--- src/rtl/fetch_watch_pkg.sv ---
package fetch_watch_pkg;
  typedef enum logic [1:0] {
    PM_EXACT   = 2'b00,
    PM_MASK    = 2'b01,
    PM_INSIDE  = 2'b10,
    PM_OUTSIDE = 2'b11
  } pair_mode_e;

  typedef struct packed {
    logic [1:0] priv;
    logic [1:0] space;
  } slot_qual_t;

  localparam int CTRL_W   = 32;
  localparam int SEL_W    = 3;
  localparam int FIELD_PW = 16;
endpackage

--- src/rtl/fw_qualifier.sv ---
module fw_qualifier
  import fetch_watch_pkg::*;
(
  input  slot_qual_t qual,
  input  logic       fetch_pr,
  input  logic       fetch_is,
  output logic       ok
);
  logic priv_ok;
  logic space_ok;

  always_comb begin
    unique case (qual.priv)
      2'b00:   priv_ok = 1'b1;
      2'b10:   priv_ok = !fetch_pr;
      2'b11:   priv_ok = fetch_pr;
      default: priv_ok = 1'b0;
    endcase
    unique case (qual.space)
      2'b00:   space_ok = 1'b1;
      2'b10:   space_ok = !fetch_is;
      2'b11:   space_ok = fetch_is;
      default: space_ok = 1'b0;
    endcase
    ok = priv_ok && space_ok;
  end
endmodule

--- src/rtl/fw_pair.sv ---
module fw_pair
  import fetch_watch_pkg::*;
#(
  parameter int ADDR_W = 32
) (
  input  pair_mode_e        mode,
  input  logic [ADDR_W-1:0] addr_a,
  input  logic [ADDR_W-1:0] addr_b,
  input  logic [ADDR_W-1:0] fetch_addr,
  input  logic              fetch_valid,
  input  logic              qual_a_ok,
  input  logic              qual_b_ok,
  output logic              hit_a,
  output logic              hit_b
);
  logic eq_a;
  logic eq_b;
  logic ge_a;
  logic lt_b;
  logic mask_eq;
  logic cmp_a;

  always_comb begin
    eq_a    = (fetch_addr == addr_a);
    eq_b    = (fetch_addr == addr_b);
    ge_a    = (fetch_addr >= addr_a);
    lt_b    = (fetch_addr < addr_b);
    mask_eq = ((fetch_addr & addr_b) == (addr_a & addr_b));
    unique case (mode)
      PM_EXACT:   cmp_a = eq_a;
      PM_MASK:    cmp_a = mask_eq;
      PM_INSIDE:  cmp_a = ge_a && lt_b;
      PM_OUTSIDE: cmp_a = !ge_a || !lt_b;
      default:    cmp_a = 1'b0;
    endcase
    hit_a = fetch_valid && qual_a_ok && cmp_a;
    hit_b = fetch_valid && qual_b_ok && (mode == PM_EXACT) && eq_b;
  end
endmodule

--- src/rtl/fetch_watch.sv ---
module fetch_watch
  import fetch_watch_pkg::*;
#(
  parameter int ADDR_W = 32
) (
  input  logic                clk,
  input  logic                rst_n,
  input  logic                wr_en,
  input  logic [SEL_W-1:0]    wr_sel,
  input  logic [CTRL_W-1:0]   wr_data,
  input  logic                fetch_valid,
  input  logic [ADDR_W-1:0]   fetch_addr,
  input  logic                fetch_pr,
  input  logic                fetch_is,
  output logic [3:0]          evt
);
  localparam int NUM_PAIRS = 2;
  localparam int NUM_SLOTS = 2 * NUM_PAIRS;

  logic rst_meta_n;
  logic rst_sync_n;
  logic ctrl_we;
  logic [NUM_SLOTS-1:0] addr_we;
  logic [NUM_SLOTS-1:0] evt_d;
  logic [NUM_SLOTS-1:0] evt_q;

  // reset: asserted asynchronously, released on a clock edge
  always_ff @(posedge clk or negedge rst_n) begin
    if (!rst_n) begin
      rst_meta_n <= 1'b0;
      rst_sync_n <= 1'b0;
    end else begin
      rst_meta_n <= 1'b1;
      rst_sync_n <= rst_meta_n;
    end
  end

  always_comb begin
    ctrl_we = wr_en && (wr_sel == SEL_W'(0));
    for (int s = 0; s < NUM_SLOTS; s++) begin
      addr_we[s] = wr_en && (wr_sel == SEL_W'(s + 1));
    end
  end

  for (genvar p = 0; p < NUM_PAIRS; p++) begin : g_pair
    // field block of pair p sits at little-endian offset BASE
    localparam int BASE = CTRL_W - FIELD_PW * (p + 1);

    pair_mode_e        mode_q, mode_d;
    slot_qual_t        qa_q, qa_d, qb_q, qb_d;
    logic [ADDR_W-1:0] aa_q, aa_d, ab_q, ab_d;
    logic              pair_we;
    logic              ok_a, ok_b;
    logic              hit_a, hit_b;

    always_comb begin
      pair_we = ctrl_we || addr_we[2*p] || addr_we[2*p+1];
      mode_d  = mode_q;
      qa_d    = qa_q;
      qb_d    = qb_q;
      aa_d    = aa_q;
      ab_d    = ab_q;
      if (ctrl_we) begin
        mode_d     = pair_mode_e'(wr_data[BASE+7:BASE+6]);
        qa_d.priv  = wr_data[BASE+15:BASE+14];
        qa_d.space = wr_data[BASE+13:BASE+12];
        qb_d.priv  = wr_data[BASE+11:BASE+10];
        qb_d.space = wr_data[BASE+9:BASE+8];
      end
      if (addr_we[2*p])   aa_d = wr_data[ADDR_W-1:0];
      if (addr_we[2*p+1]) ab_d = wr_data[ADDR_W-1:0];
    end

    always_ff @(posedge clk or negedge rst_sync_n) begin
      if (!rst_sync_n) begin
        mode_q <= PM_EXACT;
        qa_q   <= '0;
        qb_q   <= '0;
        aa_q   <= '0;
        ab_q   <= '0;
      end else if (pair_we) begin
        mode_q <= mode_d;
        qa_q   <= qa_d;
        qb_q   <= qb_d;
        aa_q   <= aa_d;
        ab_q   <= ab_d;
      end
    end

    fw_qualifier u_qual_a (
      .qual(qa_q), .fetch_pr(fetch_pr), .fetch_is(fetch_is), .ok(ok_a)
    );
    fw_qualifier u_qual_b (
      .qual(qb_q), .fetch_pr(fetch_pr), .fetch_is(fetch_is), .ok(ok_b)
    );

    fw_pair #(.ADDR_W(ADDR_W)) u_cmp (
      .mode(mode_q), .addr_a(aa_q), .addr_b(ab_q),
      .fetch_addr(fetch_addr), .fetch_valid(fetch_valid),
      .qual_a_ok(ok_a), .qual_b_ok(ok_b),
      .hit_a(hit_a), .hit_b(hit_b)
    );

    assign evt_d[2*p]   = hit_a;
    assign evt_d[2*p+1] = hit_b;

    AST_SECOND_SILENT: assert property (@(posedge clk) disable iff (!rst_sync_n)
      ($past(mode_q) != PM_EXACT) |-> !evt_q[2*p+1]) else $error("second slot fired");
    AST_PRIV_NEVER: assert property (@(posedge clk) disable iff (!rst_sync_n)
      ($past(qa_q.priv) == 2'b01) |-> !evt_q[2*p]) else $error("reserved privilege matched");
    AST_PRIV_SUPER: assert property (@(posedge clk) disable iff (!rst_sync_n)
      (($past(qa_q.priv) == 2'b10) && $past(fetch_pr)) |-> !evt_q[2*p]) else $error("user fetch passed supervisor gate");
    AST_SPACE_NEVER: assert property (@(posedge clk) disable iff (!rst_sync_n)
      (($past(qa_q.space) == 2'b01) || ($past(qb_q.space) == 2'b01)) |->
      !(evt_q[2*p] && ($past(qa_q.space) == 2'b01)) && !(evt_q[2*p+1] && ($past(qb_q.space) == 2'b01)))
      else $error("real-address slot matched");
  end

  always_ff @(posedge clk or negedge rst_sync_n) begin
    if (!rst_sync_n) evt_q <= '0;
    else             evt_q <= evt_d;
  end

  assign evt = evt_q;

  AST_IDLE_QUIET: assert property (@(posedge clk) disable iff (!rst_sync_n)
    !$past(fetch_valid) |-> (evt_q == '0)) else $error("flag without fetch");
endmodule

--- config.mk ---
export PLATFORM = sky130hd
export DESIGN_NAME = fetch_watch
export DESIGN_NICKNAME = d
export VERILOG_FILES = /design/src/rtl/fetch_watch_pkg.sv /design/src/rtl/fw_qualifier.sv /design/src/rtl/fw_pair.sv /design/src/rtl/fetch_watch.sv
export SDC_FILE = /design/constraint.sdc
export NUM_CORES = 1
export LEC_CHECK = 0
export ABC_AREA = 1
export CORE_MARGIN = 3
export CORE_UTILIZATION = 35
export DETAILED_ROUTE_END_ITERATION = 10
export HOLD_SLACK_MARGIN = 0.08
export PLACE_DENSITY_LB_ADDON = 0.25
export SETUP_SLACK_MARGIN = 0.4
export SYNTH_ARGS = -nofsm -noshare
export SYNTH_HDL_FRONTEND = slang
export SYNTH_SLANG_ARGS = --single-unit
--- constraint.sdc ---
create_clock -name clk -period 9.5 [get_ports clk]
set_input_delay 2.85 -clock clk [delete_from_list [all_inputs] [get_ports clk]]
set_output_delay 2.85 -clock clk [all_outputs]
set_load 0.02 [all_outputs]
==> Word-level counts from Yosys, hierarchy flattened <==
Index checks and enable logic that the tools add are counted.
{ "op_classes": {"order_cmp": 4, "n_eq_ne": 32, "mux": 10, "bitwise_logic": 4, "reduce_logical": 50} }
{ "ops": {"columns": ["op", "n"], "rows": [
  ["equality test 32 bit", 6],
  ["AND 32 bit", 4],
  ["greater-or-equal comparator 32 bit", 2],
  ["< comparator 32 bit", 2],
  ["equality test 2 bit (second input constant)", 20],
  ["one-hot mux 1 bit (3 select lines)", 8],
  ["logical AND 1 bit", 21],
  ["logical NOT 2 bit", 10],
  ["AND reduction 2 bit", 6],
  ["one-hot mux 1 bit (4 select lines)", 2],
  ["equality test 3 x 2 -> 1 bit (second input constant)", 2],
  ["logical NOT 1 bit", 6],
  ["logical OR 1 bit", 6],
  ["equality test 2 x 1 -> 1 bit (second input constant)", 2],
  ["equality test 3 x 1 -> 1 bit (second input constant)", 1],
  ["equality test 3 bit (second input constant)", 1],
  ["logical NOT 3 bit", 1]
]} }
{ "word_totals": {"ff_bits": 154, "out_inout_bits": 4, "wordCells": 117} }

==> Depth between registers and ports, before layout <==
{ "logic_depth": {"ltp_word": 6, "ltp_mapped": 17} }

==> Cells and area by module <==
Synthesis repeated with hierarchy kept, for this count alone.
{ "hier_totals": {"cells_unflattened": 1584, "hier_area_um2": 11750.0} }
{ "by_module_without_submodules": {"columns": ["mod", "instances", "cells_each", "area_per_inst_um2", "seq_area_each_um2"], "rows": [
  ["fetch_watch", 1, 658, 6053.3, 3853.7],
  ["fw_pair at g_pair[1].u_cmp", 1, 448, 2782.7, 0.0],
  ["fw_pair at g_pair[0].u_cmp", 1, 430, 2723.9, 0.0],
  ["fw_qualifier", 4, 12, 47.5, 0.0]
]} }

==> Worst setup path after synthesis <==
Ideal clock, no wire load.
{ "synth_path": {"kind": "input -> register", "from": "input fetch_addr[31]", "to": "register evt_q[2] (netlist: evt[2])", "setup_time_ps": 119, "arrival_time_ps": 3958, "required_ps": 9381, "path_slack_ps": 5423, "stages": 12, "n_path_buf": 0, "cell_sequence": "ha_1 nand2_1 nor2_2 nand4_2 nor2_2 nand2_1 nand2_1 nor2_1 nand2_2 nand2_2 a21oi_1 nor2_1"} }
{ "synth_between": {"elab_chain_cells": 5, "elab_cells_between_ends": 11, "classes_between": "2 x order compare; 2 x eq/ne; 1 x mux; 1 x bitwise; 5 x reduce/logical"} }
{ "synth_rtl": {"columns": ["item", "line", "text"], "rows": [
  ["start, declared", "fetch_watch.sv:12", "input logic [ADDR_W-1:0] fetch_addr,"],
  ["greater-or-equal comparator 32 bit / < comparator 32 bit (equally long branches)", "fw_pair.sv:26, fw_pair.sv:27", null],
  ["logical NOT 1 bit", "fw_pair.sv:33", "PM_OUTSIDE: cmp_a = !ge_a || !lt_b;"],
  ["logical OR 1 bit", "fw_pair.sv:33", null],
  ["one-hot mux 1 bit (4 select lines) (*)", "fw_pair.sv:29", "unique case (mode)"],
  ["logical AND 1 bit (*)", "fw_pair.sv:36", "hit_a = fetch_valid && qual_a_ok && cmp_a;"],
  ["net g_pair[1].hit_a", "fetch_watch.sv:54", "logic hit_a, hit_b;"],
  ["end signal, assigned", "fetch_watch.sv:121", "else evt_q <= evt_d;"],
  ["end, declared", "fetch_watch.sv:25", "logic [NUM_SLOTS-1:0] evt_q;"]
]} }
The timed path passes the listed nets; every way through them passes the cells marked *.
A chain may end at the register's enable or synchronous reset.

==> Final worst setup path <==
{ "layout_path": {"from": "input fetch_addr[9]", "to": "register evt_q[0] (netlist: evt[0])"} }
{ "layout_between": {"elab_chain_cells": 5, "elab_cells_between_ends": 11, "classes_between": "2 x order compare; 2 x eq/ne; 1 x mux; 1 x bitwise; 5 x reduce/logical"} }
{ "layout_rtl": {"columns": ["item", "line"], "rows": [
  ["greater-or-equal comparator 32 bit / < comparator 32 bit (equally long branches)", "fw_pair.sv:26, fw_pair.sv:27"],
  ["logical NOT 1 bit", "fw_pair.sv:33"],
  ["logical OR 1 bit", "fw_pair.sv:33"],
  ["one-hot mux 1 bit (4 select lines) (*)", "fw_pair.sv:29"],
  ["logical AND 1 bit (*)", "fw_pair.sv:36"],
  ["net g_pair[0].hit_a", "fetch_watch.sv:54"]
]} }
Marked as above.

==> results.tsv <==
metric	value	unit
initial antenna violation count	0	
Die Ht	183	µm
grt met1 use	24.7	%
global route hottest layer	met2	
PostCTS Resize Cnt	0	
Max-slew headroom	32.3	%
worst-path fanout max	6	
setup_tns	0	ps
TritonCTS Buffers	17	
grt ovf	0	
Site Rows	64	
TritonCTS clock tree	done	
M2 GR Usage	28.7	%
Yosys cell types	35	
vias per cell	4.74	
Required @ worst endpoint	9820	ps
Final HPWL DP	22400	µm
Post-synth ARST share	100	%
final-report setup violation count	0	
vias	8980	
clock skew	5.56	ps
Critical R2R Capture	evt[0]$_DFF_PN0_	
Root Buffer	clkbuf_16	
die width	183	µm
Tmin final	4660	ps
syn avg cell area	7.81	µm²
share of the synthesized area in the top cell type	35.0	%
CORE AREA	30800	µm²
max-cap check violation count	0	
Routed WL	28800	µm
top post-synthesis cells by area	dfrtp_1 35%, ha_1 22%, nand2_1 14%, inv_1 7.0%, o21ai_0 5.8%	
Setup crit end kind	flop	
Worst R2R Start	g_pair[0].aa_q[23]$_DFFE_PN0P_	
Skew-Pair Late Insertion Delay	430	ps
Warnings, synthesis	0	
io pins	77	
Synth top cells by count	398 x nand2_1, 205 x inv_1, 192 x ha_1, 154 x dfrtp_1, 128 x o21ai_0	
Mapped Cells	1411	
TritonCTS Sinks	154	
Detail Route Antenna Nets	0	
cells on worst reg2reg path	13	
CP startpoint	fetch_addr[9]	
Final Max Tran Viols	0	
RSZ-0062 raised after global routing	no	
ys flop type	dfrtp_1	
arrival time at the worst endpoint	4980	ps
Yosys top cell by area	dfrtp_1	
post-CTS setup buffer count	0	
CTS max path bufs	2	
final hold slack	96.6	ps
sequential area share after synthesis	35.0	%
hold bufs inserted after CTS	0	
synthesis-to-finish area growth	16.2	%
largest net degree at the start of global routing	77	
Clock Pin Slew Worst Setup and Hold Paths	60	ps
n_diodes	0	
Peak Freq	215	MHz
Util after Layout	41.5	%
leak pwr	6.51	nW
Final nets	1750	
H-Tree Depth	4	
vias in the first global route	8909	
fraction of layout cells with a size suffix above 1	4.01	%
number of synthesized flops with an enable pin	0	
Yosys reg bits	154	
first-pass GRT wire length	47500	µm
Netlist Area Pre-Place	11000	µm²
Starting Density	35.7	%
met3 Track Usage GR	3.17	%
port bufs	76	
routability cong.	0.911	
cell with the most instances after synthesis	nand2_1	
Worst-Margin Slew	1020	ps
die area	33600	µm²
final routed wire length divided by cell count	15.2	µm
Hold WC Path Type	reg -> async	
Synthesized Nets	1676	
Worst IR Drop VDD	114	µV
GRT Util Overall	17.9	%
final worst path period share	49.0	%
TritonRoute pass-1 iters	5	
DRC violations left	0	
outcome	finished, final reports clean	
kind of critical path	in -> reg	
PwrDens	177	nW/µm²
R2R setup slack	7490	ps
drt first-iter violations	476	
final hold violations	0	
Startpoint Class	input pin	
## flip-flops by register name, summed over array words and instances (netlist names)
signal / cells
g_pair.mode_q: 4
g_pair.aa_q: 64
evt: 4
rst_meta_n: 1
g_pair.qa_q: 8
g_pair.qb_q: 8
g_pair.ab_q: 64
rst_sync_n: 1
## worst max-delay path by stage
stage / to / depth (start not counted)
final: evt[0]$_DFF_PN0_ / 12
after global routing: evt[0]$_DFF_PN0_ / 12
after CTS: evt[0]$_DFF_PN0_ / 13
after detailed placement: evt[0]$_DFF_PN0_ / 13
after global placement: evt[0]$_DFF_PN0_ / 13
after floorplan: evt[0]$_DFF_PN0_ / 0
## metrics by stage
stage	worst slack, ps	total power, W	instances	area (µm²)
after detailed placement	4420	0.00159	1862	12200
after global placement	4450	0.00157	1862	12200
after CTS	4860	0.00229	1893	12800
final	4840	0.00226	1893	12800
after global routing	4660	0.00246	1893	12800
after floorplan	4890	0.00136	1411	11000
## final cells by class
type                            count  area [µm²]
Fill cell                        3150       18000
Multi-Input combinational cell   1024        6290
Sequential cell                   154        3860
Timing Repair Buffer               83         813
Inverter                          205         769
Tap cell                          396         495
Clock buffer                       19         453
Clock inverter                     12         124
## metal layers
metal  vias up  wire [µm]
met5         -          0
met4         0        541
met3        32       1070
met2       145      13000
met1      4124      14200
li1       4679          -
## layout by cell type, fill, tap and decap left out, types with 3 or more instances in the layout
master,count
nand2_1,398
dfrtp_1,153
nand3_2,4
buf_4,7
ha_1,192
o21ai_0,128
xor2_1,27
nand4_1,17
o21a_1,6
clkbuf_16,17
o21ai_1,56
clkinvlp_4,4
a21oi_1,67
inv_1,205
nand2_2,3
nor2_2,3
nor3_1,3
nand3_1,20
or2_2,3
nand3b_1,11
clkinv_2,5
clkdlybuf4s50_1,76
nor2_1,63
## kinds of logic after synthesis
kind of cell               synth area share, %
buffers and inverters                     7.94
adders and majority gates                 21.8
and+or+nand+nor                           20.7
xor gates and xnor gates                  2.31
other                                   0.0341
DFF                                       35.0
AOI/OAI and AO/OA                         12.2
## power by group
group	leakage, nW	internal (W)	switching, W	total [W]
clock network	0.277	0.000398	0.000286	0.000684
registers	1.94	0.000776	0.000114	0.000890
logic	4.29	0.000282	0.000406	0.000688
## critical path, stage by stage
cell and delay, ps:
clkdlybuf4s50_1 670, ha_1 310, a21oi_1 160, o21ai_0 120, a21oi_1 370, nand2_1 130
nand2_1 80, nand2_1 50, nand2_1 100, nand3_2 60, nand2_1 60, nor2_1 40
Power figures use the tool's default switching activity.
